## config.mk

```make
export PLATFORM = sky130hd
export DESIGN_NAME = sbus_datapath
export DESIGN_NICKNAME = d
export VERILOG_FILES = /design/src/rtl/sbus_datapath.sv
export SDC_FILE = /design/constraint.sdc
export NUM_CORES = 1
export LEC_CHECK = 0
export ABC_AREA = 0
export CAP_MARGIN = 10
export CORE_MARGIN = 1.5
export CORE_UTILIZATION = 33
export DETAILED_ROUTE_END_ITERATION = 7
export PLACE_DENSITY_LB_ADDON = 0.12
export SYNTH_ARGS = -nofsm -noshare
export SYNTH_HDL_FRONTEND = slang
export SYNTH_SLANG_ARGS = --single-unit
```

## constraint.sdc

```tcl
create_clock -name clk -period 12.83 [get_ports clk]
set_input_delay 2.566 -clock clk [delete_from_list [all_inputs] [get_ports clk]]
set_output_delay 2.566 -clock clk [all_outputs]
set_load 0.01 [all_outputs]
```

## src/rtl/sbus_datapath.sv

```systemverilog
module sbus_datapath #(
  parameter int DW = 32,
  parameter int AW = 16,
  parameter int NREG = 8,
  localparam int CW = 2*NREG + 17
) (
  input  logic          clk,
  input  logic          rst_n,
  input  logic [CW-1:0] ctrl,
  input  logic [DW-1:0] mem_rdata,
  input  logic          mem_mfc,
  output logic [DW-1:0] bus,
  output logic [DW-1:0] ir,
  output logic [AW-1:0] mem_addr,
  output logic          mem_rd,
  output logic          mem_wr,
  output logic [DW-1:0] mem_wdata,
  output logic          bus_conflict
);
  localparam int B_GOUT = 0;
  localparam int B_GIN  = NREG;
  localparam int B_PCO  = 2*NREG;
  localparam int B_PCI  = B_PCO + 1;
  localparam int B_IRO  = B_PCO + 2;
  localparam int B_IRI  = B_PCO + 3;
  localparam int B_MARI = B_PCO + 4;
  localparam int B_MDRO = B_PCO + 5;
  localparam int B_MDRI = B_PCO + 6;
  localparam int B_MDRE = B_PCO + 7;
  localparam int B_YI   = B_PCO + 8;
  localparam int B_ZO   = B_PCO + 9;
  localparam int B_ZI   = B_PCO + 10;
  localparam int B_S4   = B_PCO + 11;
  localparam int B_FN   = B_PCO + 12;
  localparam int B_RD   = B_PCO + 15;
  localparam int B_WR   = B_PCO + 16;
  localparam int NSRC   = NREG + 4;

  logic [DW-1:0] gpr [NREG];
  logic [DW-1:0] pc_q, ir_q, mdr_q, y_q, z_q;
  logic [AW-1:0] mar_q;
  logic [DW-1:0] src [NSRC];
  logic [NSRC-1:0] drv;
  logic [DW-1:0] bus_w, alu_a, alu_y;
  logic [2:0] fn;

  wire [NREG-1:0] g_in  = ctrl[B_GIN +: NREG];
  wire pc_in   = ctrl[B_PCI];
  wire ir_in   = ctrl[B_IRI];
  wire mar_in  = ctrl[B_MARI];
  wire mdr_in  = ctrl[B_MDRI];
  wire mdr_ine = ctrl[B_MDRE];
  wire y_in    = ctrl[B_YI];
  wire z_in    = ctrl[B_ZI];
  wire sel4    = ctrl[B_S4];

  assign fn  = ctrl[B_FN +: 3];
  assign drv = {ctrl[B_ZO], ctrl[B_MDRO], ctrl[B_IRO], ctrl[B_PCO], ctrl[B_GOUT +: NREG]};

  genvar gi;
  generate
    for (gi = 0; gi < NREG; gi++) begin : g_src
      assign src[gi] = gpr[gi];
    end
  endgenerate
  assign src[NREG]   = pc_q;
  assign src[NREG+1] = ir_q;
  assign src[NREG+2] = mdr_q;
  assign src[NREG+3] = z_q;

  always_comb begin
    bus_w = '0;
    for (int i = 0; i < NSRC; i++)
      if (drv[i]) bus_w = bus_w | src[i];
  end

  assign bus_conflict = (drv & (drv - NSRC'(1))) != '0;
  assign alu_a = sel4 ? DW'(4) : y_q;

  always_comb begin
    case (fn)
      3'd0: alu_y = alu_a + bus_w;
      3'd1: alu_y = alu_a - bus_w;
      3'd2: alu_y = alu_a & bus_w;
      3'd3: alu_y = alu_a | bus_w;
      3'd4: alu_y = bus_w;
      3'd5: alu_y = alu_a ^ bus_w;
      3'd6: alu_y = {bus_w[DW-2:0], 1'b0};
      default: alu_y = alu_a;
    endcase
  end

  generate
    for (gi = 0; gi < NREG; gi++) begin : g_reg
      always_ff @(posedge clk or negedge rst_n)
        if (!rst_n) gpr[gi] <= '0;
        else if (g_in[gi]) gpr[gi] <= bus_w;

      AST_GPR_LOAD: assert property (@(posedge clk) disable iff (!rst_n)
        g_in[gi] |=> gpr[gi] == $past(bus_w));
      AST_GPR_HOLD: assert property (@(posedge clk) disable iff (!rst_n)
        !g_in[gi] |=> $stable(gpr[gi]));
    end
  endgenerate

  always_ff @(posedge clk or negedge rst_n) begin
    if (!rst_n) begin
      pc_q <= '0; ir_q <= '0; mar_q <= '0;
      mdr_q <= '0; y_q <= '0; z_q <= '0;
    end else begin
      if (pc_in)  pc_q  <= bus_w;
      if (ir_in)  ir_q  <= bus_w;
      if (mar_in) mar_q <= bus_w[AW-1:0];
      if (y_in)   y_q   <= bus_w;
      if (z_in)   z_q   <= alu_y;
      if (mdr_ine && mem_mfc) mdr_q <= mem_rdata;
      else if (mdr_in)        mdr_q <= bus_w;
    end
  end

  assign bus       = bus_w;
  assign ir        = ir_q;
  assign mem_addr  = mar_q;
  assign mem_rd    = ctrl[B_RD];
  assign mem_wr    = ctrl[B_WR];
  assign mem_wdata = mem_wr ? mdr_q : '0;

  AST_Z_HOLD: assert property (@(posedge clk) disable iff (!rst_n)
    !z_in |=> $stable(z_q));
  AST_MAR_ADDR: assert property (@(posedge clk) disable iff (!rst_n)
    mar_in |=> mem_addr == $past(bus_w[AW-1:0]));
  AST_MDR_WAIT: assert property (@(posedge clk) disable iff (!rst_n)
    (mdr_ine && !mem_mfc && !mdr_in) |=> $stable(mdr_q));
  AST_MDR_MEM_WINS: assert property (@(posedge clk) disable iff (!rst_n)
    (mdr_ine && mem_mfc) |=> mdr_q == $past(mem_rdata));
  AST_Z_ON_BUS: assert property (@(posedge clk) disable iff (!rst_n)
    (drv == NSRC'(1) << (NREG+3)) |-> bus == z_q);
endmodule

```

==> reports/qor.csv <==
stage,metric,value,unit
power,Pwr per Cell Area,119,mW/mm2
global_route,grt peak-use layer,met2,
detailed_routing,final antenna-violating net count,0,
synthesis,compound-cell area share of the yosys netlist,25.8,%
synthesis,Synth Area in XOR/XNOR,2.00,%
clock_tree,clock sinks,432,
detailed_routing,initial DRC count,1887,
die,Starting Density,33.5,%
power,Max VDD drop,84.4,uV
synthesis,Post-Synth Simple-Gate Area,13.4,%
placed_design,pre-CTS setup slack,4.64,ns
global_route,pin count of the biggest net entering global routing,186,
sta,endpoints failing setup,0,
worst_setup_path,CP max FO,34,
sta,post-route clock period utilization,62.4,%
worst_hold_path,Hold Crit Class,register to register,
worst_setup_path,Worst Reg-to-Reg Cells,19,
synthesis,synth warn,0,
global_route,total grt overflow,0,
synthesis,share of the synthesized area in the top cell type,46.7,%
worst_setup_path,CP endpoint,bus_conflict,
global_route,met2 Usage GRT,40.0,%
worst_setup_path,critical path endpoint category,primary output,
sta,post-layout minimum cycle time,8.01,ns
clock_tree,Post-CTS Hold Fix Bufs,0,
sta,final setup TNS,0,ns
placed_design,RePlAce Congestion,0.852,
layout,# nets final,2786,
synthesis,number of synthesized register bits,432,
synthesis,async set or reset register ratio after synthesis,100,%
worst_setup_path,Worst Path Required,10.26,ns
clock_tree,clk buf depth,3,
detailed_routing,Residual DRC,0,
clock_tree,cts repair resizes,0,
detailed_routing,Via Count,20000,
sta,Slew @ Worst Pin,1.28,ns
worst_setup_path,RR Startpoint,z_q[9]$_DFFE_PN0P_,
synthesis,post-synthesis sequential area ratio,46.7,%
die,total core area,0.0691,mm2
global_route,initial antenna violation count,1,
worst_setup_path,reg2reg end,z_q[29]$_DFFE_PN0P_,
clock_tree,clock root cell,clkbuf_16,
synthesis,Mapped Nets,2732,
placed_design,HPWL Detailed,51.9,mm
sta,Setup WS post-layout,4.82,ns
die,Die Width,268,um
synthesis,"Primary FF master, synth",dfrtp_1,
detailed_routing,DRT Pass-1 Iters,6,
die,Die Area,0.0718,mm2
synthesis,Syn Area/Cell,9.02,um2
worst_setup_path,crit path launch type,primary input,
worst_setup_path,Setup crit start,ctrl[1],
sta,RSZ-0062 raised after global routing,false,
synthesis,Syn Inst Count,2567,
sta,Max Clk Rate,125,MHz
clock_tree,H-tree depth,2,
detailed_routing,vias per cell,5.58,
synthesis,"EDFF count, synth",0,
clock_tree,CTS tree,done,
layout,ratio of cells with drive above 1 in the final layout,7.49,%
synthesis,Synth cell types,72,
clock_tree,Clock transition at path regs,0.06,ns
detailed_routing,routed wire length,84.8,mm
status,outcome,"complete, no violations",
worst_setup_path,critical path arrival,5.44,ns
global_route,GRT Resource Usage Total,23.6,%
sta,final worst clock skew,0.0295,ns
sta,relative slew slack,14.4,%
sta,max-slew violations,0,
synthesis,combinational family with the most area after synthesis,compound AO/OA/AOI/OAI gates,
worst_setup_path,R2R Setup Slk,7.56,ns
clock_tree,"Clk Latency, worst-skew pair",0.62,ns
synthesis,"top cells by area, synth","dfrtp_1, a21oi_1, nor2_1",
layout,FILL cells,6856,
sta,Final Hold Vio Count,0,
detailed_routing,wire per inst,23.6,um
clock_tree,Num CTS Buffers,50,
global_route,Global Route met1 Usage,31.0,%
worst_setup_path,crit path kind,primary input to primary output,
synthesis,"area leader, netlist",dfrtp_1,
synthesis,mux contribution to synthesized area,0.319,%
layout,synthesis-to-layout area growth,16.7,%
global_route,vias in the first global route,20000,
die,Die H,268,um
global_route,first-pass GRT wire length,128,mm
die,I/O pins,183,
synthesis,Synth Area in Adders,5.36,%
die,Rows,96,
power,Leak,9.77,nW
run,Max Cap Violations,0,
global_route,GRT met3 Usage,2.82,%
clock_tree,Post-CTS Setup Inserts,0,
power,Final Total Pwr,3.23,mW
placed_design,number of port buffers,180,
synthesis,Post-Synthesis Cell Area,0.0232,mm2
[how the worst min path moves through the flow]
| stage | from | to | depth (start not counted) |
|---|---|---|---|
| 2_1_floorplan | z_q[23]$_DFFE_PN0P_ | z_q[23]$_DFFE_PN0P_ | 1 |
| 3_3_place_gp | y_q[2]$_DFFE_PN0P_ | y_q[2]$_DFFE_PN0P_ | 2 |
| 3_5_place_dp | z_q[4]$_DFFE_PN0P_ | z_q[4]$_DFFE_PN0P_ | 1 |
| 4_1_cts | z_q[4]$_DFFE_PN0P_ | z_q[4]$_DFFE_PN0P_ | 1 |
| 6_report | z_q[4]$_DFFE_PN0P_ | z_q[4]$_DFFE_PN0P_ | 1 |
| 5_1_grt | z_q[4]$_DFFE_PN0P_ | z_q[4]$_DFFE_PN0P_ | 1 |
[final cells by class]
class / instances / area, um2 / area share [%]
tap: 931 / 1160 / 4.31
clock inverter: 9 / 106 / 0.394
multi-input combinational: 1800 / 10900 / 40.2
sequential: 432 / 10800 / 40.0
timing repair buffer: 251 / 2280 / 8.44
clock buffer: 78 / 1480 / 5.46
antenna: 2 / 5.00 / 0.0185
inverter: 86 / 323 / 1.19
[per-layer routing]
metal	up-vias	wire length, um
met4	0	2730
met5	-	0
li1	9204	-
met1	10100	36800
met2	600	41200
met3	120	4120
[power by group]
part           leakage, nW  switching, mW  internal (mW)
sequential            3.94         0.0340           1.39
combinational         5.07          0.260          0.139
clock                0.761          0.612          0.791
total                 9.77          0.906           2.32
[cell usage after synthesis, types with 4 or more instances]
cell type and n:
a31oi_1 11, nand2b_1 39, and3_1 34, a21oi_2 4, inv_2 4, and4_1 8, a22o_1 80, xor2_1 14
o22ai_1 10, inv_1 79, o211ai_1 11, nand2_1 104, clkbuf_1 156, a22oi_1 55, o2bb2ai_1 6, xnor2_1 39
o221ai_1 36, o21a_1 6, nor3_1 11, a21oi_1 427, or3_1 5, buf_4 15, a211oi_1 7, a221oi_2 10
buf_2 26, and2_1 39, ha_1 96, or2_2 5, nand3_1 10, a221oi_1 76, mux2i_1 4, o21ai_0 164
buf_6 21, buf_1 31, a21o_1 19, nand4_1 12, nor2_1 414, dfrtp_1 432
[cells in the final DEF (no fill, tap or decap), types with 12 or more instances in the layout]
master	netlist	routed
clkbuf_16	0	50
a21o_1	19	19
a221oi_1	76	76
nor2_1	414	414
nand2b_1	39	39
a22o_1	80	80
buf_4	15	71
clkbuf_8	0	12
nand2_1	104	104
a22oi_1	55	55
xor2_1	14	14
dfrtp_1	432	432
a21oi_1	427	427
o21ai_0	164	164
ha_1	96	96
buf_2	26	17
and3_1	34	34
inv_1	79	79
nand4_1	12	12
clkbuf_1	156	16
clkdlybuf4s50_1	0	160
o221ai_1	36	36
and2_1	39	38
xnor2_1	39	39
[per-stage QoR]
| stage | hold WS [ns] | util (%) | area (um2) | cells |
|---|---|---|---|---|
| after global placement | 0.508 | 36.8 | 25400 | 3499 |
| after CTS | 0.522 | 39.1 | 27000 | 3586 |
| final | 0.526 | 39.1 | 27000 | 3589 |
| after global routing | 0.534 | 39.1 | 27000 | 3587 |
| after floorplan | 0.450 | - | 23200 | 2567 |
| after detailed placement | 0.509 | 36.8 | 25400 | 3499 |
[sequential cells by signal, indices dropped and copies added (netlist names)]
signal / count
gpr: 256
ir: 32
mdr_q: 32
mem_addr: 16
pc_q: 32
y_q: 32
z_q: 32
[critical path, stage by stage]
cell             delay (ns)
clkdlybuf4s50_1        0.40
buf_4                  0.33
nor3_1                 0.31
nand2_1                0.10
nor3_1                 0.22
nand2b_1               0.13
maj3_1                 0.36
o21a_1                 0.18
o22ai_1                0.13
o211ai_1               0.17
clkdlybuf4s50_1        0.52
[kinds of logic after synthesis]
kind of cell / count (synthesis)
AO/OA/AOI/OAI: 948
AND/OR/NAND/NOR: 693
flip-flops: 432
buffers and inverters: 335
adder cells (fa/ha/maj): 99
XOR/XNOR: 53
multiplexers: 7
(Power assumes the default switching activity.)
